--- config.mk ---
export PLATFORM = sky130hd
export DESIGN_NAME = dma_irq_ctrl
export DESIGN_NICKNAME = d
export VERILOG_FILES = /design/src/rtl/dma_irq_pkg.sv /design/src/rtl/icr_flag_cell.sv /design/src/rtl/icr_master.sv /design/src/rtl/dma_irq_ctrl.sv
export SDC_FILE = /design/constraint.sdc
export NUM_CORES = 1
export LEC_CHECK = 0
export BUFFER_PORTS_ARGS = -buffer_cell sky130_fd_sc_hd__buf_2
export CAP_MARGIN = 10
export CORE_MARGIN = 2
export CORE_UTILIZATION = 30
export CTS_BUF_LIST = sky130_fd_sc_hd__clkbuf_4 sky130_fd_sc_hd__clkbuf_8
export DETAILED_ROUTE_END_ITERATION = 16
export GPL_TIMING_DRIVEN = 0
export PLACE_DENSITY_LB_ADDON = 0.08
export SYNTH_ARGS = -nofsm -noshare
export SYNTH_HDL_FRONTEND = slang
export SYNTH_SLANG_ARGS = --single-unit
--- constraint.sdc ---
create_clock -name clk_i -period 2.7 [get_ports clk_i]
set_input_delay 0.27 -clock clk_i [delete_from_list [all_inputs] [get_ports clk_i]]
set_output_delay 0.27 -clock clk_i [all_outputs]
set_load 0.01 [all_outputs]
--- src/rtl/dma_irq_pkg.sv ---
package dma_irq_pkg;
  localparam int unsigned REG_W     = 32;
  localparam int unsigned MAX_CH    = 7;
  localparam int unsigned BERR_BIT  = 15;
  localparam int unsigned EN_LSB    = 16;
  localparam int unsigned GEN_BIT   = 23;
  localparam int unsigned FLG_LSB   = 24;
  localparam int unsigned MFLAG_BIT = 31;
  localparam logic [REG_W-1:0] WR_MASK = 32'h00FF_803F;
endpackage

--- src/rtl/icr_flag_cell.sv ---
module icr_flag_cell (
  input  logic clk_i,
  input  logic rst_ni,
  input  logic done_i,
  input  logic en_i,
  input  logic clr_i,
  output logic flag_nxt_o,
  output logic flag_o
);
  logic flag_q;

  // set has priority over acknowledge
  assign flag_nxt_o = (flag_q & ~clr_i) | (done_i & en_i);

  always_ff @(posedge clk_i or negedge rst_ni) begin
    if (!rst_ni) flag_q <= 1'b0;
    else         flag_q <= flag_nxt_o;
  end

  assign flag_o = flag_q;


  done_sets_flag_chk: assert property (@(posedge clk_i) disable iff (!rst_ni)
    (done_i && en_i) |=> flag_o);


  flag_holds_chk: assert property (@(posedge clk_i) disable iff (!rst_ni)
    (flag_o && !clr_i) |=> flag_o);


  no_spurious_set_chk: assert property (@(posedge clk_i) disable iff (!rst_ni)
    (!flag_o && !(done_i && en_i)) |=> !flag_o);
endmodule

--- src/rtl/icr_master.sv ---
module icr_master #(
  parameter int unsigned NUM_CH = 7
) (
  input  logic              clk_i,
  input  logic              rst_ni,
  input  logic              gen_nxt_i,
  input  logic              berr_nxt_i,
  input  logic [NUM_CH-1:0] flags_nxt_i,
  output logic              mflag_o,
  output logic              irq_o
);
  logic cond_nxt;
  logic mflag_q, irq_q;

  assign cond_nxt = (gen_nxt_i & (|flags_nxt_i)) | berr_nxt_i;

  always_ff @(posedge clk_i or negedge rst_ni) begin
    if (!rst_ni) begin
      mflag_q <= 1'b0;
      irq_q   <= 1'b0;
    end else begin
      mflag_q <= cond_nxt;
      irq_q   <= cond_nxt & ~mflag_q;
    end
  end

  assign mflag_o = mflag_q;
  assign irq_o   = irq_q;


  irq_single_cycle_chk: assert property (@(posedge clk_i) disable iff (!rst_ni)
    irq_o |=> !irq_o);


  irq_with_mflag_chk: assert property (@(posedge clk_i) disable iff (!rst_ni)
    irq_o |-> mflag_o);
endmodule

--- src/rtl/dma_irq_ctrl.sv ---
module dma_irq_ctrl
  import dma_irq_pkg::*;
#(
  parameter int unsigned NUM_CH = 7
) (
  input  logic              clk_i,
  input  logic              rst_ni,
  input  logic              wr_en_i,
  input  logic [31:0]       wr_data_i,
  input  logic [NUM_CH-1:0] ch_done_i,
  output logic [31:0]       rd_data_o,
  output logic              irq_o
);
  localparam int unsigned FLG_W = MAX_CH;

  logic [REG_W-1:0]  ctrl_q, ctrl_nxt;
  logic [NUM_CH-1:0] flags_q, flags_nxt;
  logic [FLG_W-1:0]  flags_ext;
  logic              mflag;

  assign ctrl_nxt = wr_en_i ? (wr_data_i & WR_MASK) : ctrl_q;

  always_ff @(posedge clk_i or negedge rst_ni) begin
    if (!rst_ni) ctrl_q <= '0;
    else         ctrl_q <= ctrl_nxt;
  end

  for (genvar n = 0; n < NUM_CH; n++) begin : g_ch
    icr_flag_cell u_cell (
      .clk_i      (clk_i),
      .rst_ni     (rst_ni),
      .done_i     (ch_done_i[n]),
      .en_i       (ctrl_q[EN_LSB+n]),
      .clr_i      (wr_en_i & wr_data_i[FLG_LSB+n]),
      .flag_nxt_o (flags_nxt[n]),
      .flag_o     (flags_q[n])
    );
  end

  icr_master #(.NUM_CH(NUM_CH)) u_master (
    .clk_i       (clk_i),
    .rst_ni      (rst_ni),
    .gen_nxt_i   (ctrl_nxt[GEN_BIT]),
    .berr_nxt_i  (ctrl_nxt[BERR_BIT]),
    .flags_nxt_i (flags_nxt),
    .mflag_o     (mflag),
    .irq_o       (irq_o)
  );

  assign flags_ext = FLG_W'(flags_q);

  always_comb begin
    rd_data_o = ctrl_q;
    rd_data_o[FLG_LSB +: FLG_W] = flags_ext;
    rd_data_o[MFLAG_BIT] = mflag;
  end

  initial begin
    if (NUM_CH < 1 || NUM_CH > MAX_CH) $error("NUM_CH out of range");
  end


  reserved_zero_chk: assert property (@(posedge clk_i) disable iff (!rst_ni)
    rd_data_o[14:6] == 9'd0);


  berr_forces_master_chk: assert property (@(posedge clk_i) disable iff (!rst_ni)
    rd_data_o[BERR_BIT] |-> rd_data_o[MFLAG_BIT]);


  master_sticky_chk: assert property (@(posedge clk_i) disable iff (!rst_ni)
    (rd_data_o[MFLAG_BIT] && !wr_en_i) |=> rd_data_o[MFLAG_BIT]);


  ctrl_stable_chk: assert property (@(posedge clk_i) disable iff (!rst_ni)
    !wr_en_i |=> $stable(rd_data_o[23:0]));
endmodule

==> results of run 1 <==
[sequential cells by signal, indices dropped and copies added (netlist names)]
signal and count:
g_ch.u_cell.flag_o 7, ctrl_q 15, u_master.mflag_o 1, u_master.irq_o 1
[worst min path at each step]
stage | end | slack (ns) | cells past startpoint
finish | ctrl_q[3] | 0.24 | 2
global route | ctrl_q[21] | 0.22 | 2
CTS | ctrl_q[21] | 0.23 | 2
detailed placement | ctrl_q[5] | 0.29 | 1
global placement | ctrl_q[5] | 0.29 | 1
floorplan | ctrl_q[0] | -0.03 | 0
[area by class of cell]
class                      instances  area (µm²)  area share, %
buffer                            26       196.4          12.42
clock buffer                       4       55.05          3.481
multi-input combinational         52       384.1          24.29
sequential                        24       600.6          37.97
timing repair buffer              56       285.3          18.04
tap                               48       60.06          3.797
[cell families after synthesis]
group,synth area share [%]
other cells,0.3258
mux,14.67
compound gates,7.718
buf+inv,17.06
simple gates,8.044
flops,52.17
[Yosys cell counts]
cell type	n	area, µm²
buf_4	24	180.2
a2111oi_0	3	26.28
nand2_1	4	15.01
a21o_1	3	22.52
and2_1	6	37.54
a221oi_1	1	8.760
buf_6	1	11.26
or2_2	3	18.77
a22o_1	1	8.760
dfrtp_1	24	600.6
conb_1	1	3.750
mux2_2	15	168.9
nor3_1	1	5.000
nor2_1	2	7.510
a21boi_0	3	22.52
buf_2	1	5.000
and4_1	1	8.760
[where the power goes]
part	switching, mW	internal, mW	total [mW]
registers	0.0233	0.400	0.424
logic	0.0870	0.126	0.214
clock network	0.107	0.130	0.236
total	0.217	0.657	0.874
[per-layer routing]
layer	track usage (%)	up-vias
li1	-	423
met1	12.08	408
met2	20.08	34
met3	2.896	2
met4	5.357	0
met5	0	-
[timing repair]
| action | CTS | global route |
|---|---|---|
| endpoints found under the setup margin | 0 | 0 |
| hold buffers | 1 | 0 |
| endpoints found under the hold margin | 16 | 0 |
[per-stage QoR]
stage	hold WS [ns]	cells	power, mW	util (%)
6_report	0.2358	210	0.8736	42.88
5_1_grt	0.2194	210	0.9331	42.88
4_1_cts	0.2254	210	0.8953	42.88
3_5_place_dp	0.2879	205	0.6484	41.11
3_3_place_gp	0.2896	205	0.6441	41.11
2_1_floorplan	-0.02559	102	0.5636	-
==> qor.txt, run 1 <==
Row count - 22
Met1 wire length - 863 µm
Slowest stage cell, crit path - a2111oi_0
Hpwl dp - 1.777 mm
CP Launch Type - register
Fmax achieved - 687.8 MHz
Worst-margin pin slew - 0.5424 ns
Critical path endpoint category - register
Max-Cap Viols - 0
Clk buf depth - 2
Core area - 3689 µm²
Initial Utilization - 31.21%
CTS tree - built
CP top delay family - simple AND/OR/NAND/NOR gates
H-tree levels - 1
Setup TNS - 0 ns
Power Dens Cells - 552.4 nW/µm²
Initial DRT Pass Iterations - 4
First-pass GRT wire length - 3.677 mm
Vias in the first global route - 856
Crit path time final - 1.454 ns
Flop2flop setup slack - 1.25 ns
Hold WC Path Type - input port to register
Dpl cell area - 1516 µm²
RSZ-0062 raised after global routing - no
CP peak stage delay - 0.47 ns
Crit-path max FO - 3
Most common cell after layout, fill and taps aside - buf_2
#FFs+latches synth - 24
GRT overflow - 0
NumNets Final - 205
Synth cell types - 17
Via count - 867
Initial DRC Count - 7
GRT Resource Usage Total - 11.16%
Routed length per instance - 10.40 µm
Worst-path clk slew - 0.08 ns
Final setup margin - 1.246 ns
Filler cells - 392
Outcome - completed
Number of antenna diodes - 0
Worst EP arrival - 1.61 ns
Final Hold Viols - 0
Die width - 65.95 µm
Post-Route WL - 2.183 mm
Metal2 WL - 1.106 mm
Critical R2R Capture - u_master.irq_o
GPL Wtd Cong - 0.7285
Peak VDD IR - 0.0002607 V
WS Path Type - register to register
Post-DRT Antenna Nets - 0
Final setup fails - 0
Drt drc - 0
Vias per Instance - 4.129
Top sig layer - met4
Fin. max-slew vios - 0
Yosys Warn Count - 0
Average cell area after synthesis - 12.25 µm²
Setup Skew - 0.002361 ns
Critical Path Source - ctrl_q[20]
Buffers & Inverters on Critical Path - 0
Port Buf Inserts - 55
R2R Path Start - ctrl_q[20]
Lkg Pwr - 0.8245 nW
Die height - 65.95 µm
Sequential fraction of the synthesis area - 52.17%
Clock sinks - 24
Share of layout cells above drive strength 1 - 63.58%
TritonCTS Buffers - 3
Pin count of the biggest net entering global routing - 25
Pre-CTS WS - 1.002 ns
DR WL met3 - 190 µm
Initial antenna violation count - 0
CTS Root Cell - clkbuf_8
Mapped Cells - 94
Most frequent cells in the layout - buf_2 (56), buf_4 (24), dfrtp_1 (24)
Hold Crit Start - wr_data_i[3]
Die ar. - 4349 µm²
Postcts setup bufs - 0
WP depth - 4
Worst path cell trace - and2_1 > a2111oi_0 > and4_1 > nor3_1
Design Area, Final - 1582 µm²
Post-CTS resize count - 0
Layout area overhead - 37.39%
Mapped Area - 1151 µm²
CP endpoint - u_master.irq_o
WP data required - 2.85 ns
Reg2reg path depth - 4
# IOs - 75
Clock Latency Late Sink - 0.26 ns
Final period utilization - 53.85%
Slew headroom - 63.84%
Power figures use the tool's default switching activity.
==> inputs of run 2 (changes only) <==
==> constraint.sdc (replaced) <==
create_clock -name clk_i -period 1.4 [get_ports clk_i]
set_input_delay 0.14 -clock clk_i [delete_from_list [all_inputs] [get_ports clk_i]]
set_output_delay 0.14 -clock clk_i [all_outputs]
set_load 0.01 [all_outputs]
==> qor.txt, run 2 (synthesis gave the netlist of run 1 again) <==
Hold WC Path Type - input port to register
Initial antenna violation count - 0
Crit path time final - 1.299 ns
Share of layout cells above drive strength 1 - 65.43%
Clock sinks - 24
Final period utilization - 92.77%
CP peak stage delay - 0.39 ns
Initial DRC Count - 8
CTS Root Cell - clkbuf_8
Biggest register - ctrl_q
Worst EP arrival - 1.45 ns
Drt drc - 0
Setup Skew - 0.004574 ns
Pin count of the biggest net entering global routing - 25
Initial Utilization - 31.21%
GR Util met3 - 2.896%
Critical path endpoint category - register
Initial DRT Pass Iterations - 4
Hold Crit Start - wr_data_i[3]
Post-Route WL - 2.256 mm
Die ar. - 4349 µm²
Lkg Pwr - 0.8300 nW
Final setup fails - 0
CTS tree - built
Number of antenna diodes - 0
GRT overflow - 0
Total power - 1.726 mW
GRT Resource Usage Total - 11.08%
Slew headroom - 64.02%
Core area - 3689 µm²
Max reg flops - 15
Row count - 22
Flop2flop setup slack - 0.10 ns
GR Layer Usage met1 - 11.87%
CP Launch Type - register
WS Path Type - register to register
Post-DRT Antenna Nets - 0
NumNets Final - 205
Vias in the first global route - 855
Most common cell after layout, fill and taps aside - buf_2
GPL Wtd Cong - 0.7285
Most frequent cells in the layout - buf_2 (56), buf_4 (24), dfrtp_1 (24)
RSZ-0062 raised after global routing - no
Max-Cap Viols - 0
Final setup margin - 0.1012 ns
Critical Path Source - ctrl_q[20]
Vias per Instance - 4.167
Pre-CTS WS - -0.1684 ns
Setup TNS - 0 ns
CP top delay family - simple AND/OR/NAND/NOR gates
Clock Latency Late Sink - 0.26 ns
Die width - 65.95 µm
WP data required - 1.55 ns
Clk buf depth - 2
GRT busiest layer - met2
# IOs - 75
Worst-path clk slew - 0.08 ns
Peak VDD IR - 0.0005122 V
TritonCTS Buffers - 3
Fmax achieved - 769.9 MHz
Fin. max-slew vios - 0
Slowest stage cell, crit path - dfrtp_1
Outcome - completed
R2R Path Start - ctrl_q[20]
First-pass GRT wire length - 3.657 mm
Hpwl dp - 1.777 mm
Via count - 875
Port Buf Inserts - 55
Postcts setup bufs - 0
Buffers & Inverters on Critical Path - 0
Worst path cell trace - and2_1 > a2111oi_4 > and4_1 > nor3_1
Final Hold Viols - 0
Routed length per instance - 10.74 µm
Power Dens Cells - 1062 nW/µm²
Met2 Track Usage GR - 20.08%
H-tree levels - 1
Die height - 65.95 µm
Layout area overhead - 41.20%
Crit-path max FO - 3
Worst-margin pin slew - 0.5397 ns
## run 2: worst paths after layout
path                                        to  cells past startpoint
worst max-delay path            u_master.irq_o                      4
worst min-delay path                 ctrl_q[3]                      2
worst max register to register  u_master.irq_o                      4
worst min register to register  u_master.irq_o                      1
max in group asynchronous       u_master.irq_o                      2
min in group asynchronous           ctrl_q[21]                      2
## run 2: through the flow
step,cell area (µm²),hold WS [ns],std cells,util (%)
floorplan,1181,-0.1556,102,-
global placement,1516,0.1596,205,41.11
detailed placement,1516,0.1579,205,41.11
CTS,1590,0.09545,210,43.11
global route,1625,0.08940,210,44.06
finish,1625,0.1030,210,44.06
## run 2: final cells by class
class / instances / area (µm²)
Fill cell: 387 / 2063
Clock buffer: 4 / 55.05
Timing Repair Buffer: 56 / 285.3
Buffer: 26 / 196.4
Tap cell: 48 / 60.06
Multi-Input combinational cell: 52 / 427.9
Sequential cell: 24 / 600.6
## run 2: where the power goes
part	switching, mW	internal, mW	leakage, nW
registers	0.0512	0.772	0.278
logic	0.183	0.259	0.523
clock network	0.210	0.251	0.0288
total	0.444	1.28	0.830
## run 2: worst register-to-register path, stage by stage (launching register included)
cell       delay, ns
dfrtp_1         0.39
and2_1          0.18
a2111oi_4       0.33
and4_1          0.25
nor3_1          0.05
## run 2: per-layer routing
layer / share of wire (%) / vias to the layer above
met3: 8.5 / 2
li1: - / 423
met4: 1.0 / 0
met2: 51 / 36
met1: 39 / 414
met5: 0 / -
## run 2: what timing repair did
| item | CTS | global route |
|---|---|---|
| hold endpoints to repair | 24 | 0 |
| resized for setup | 4 | 4 |
| endpoints found under the setup margin | 2 | 2 |
| pin swaps | 0 | 1 |
| hold buffers | 1 | 0 |
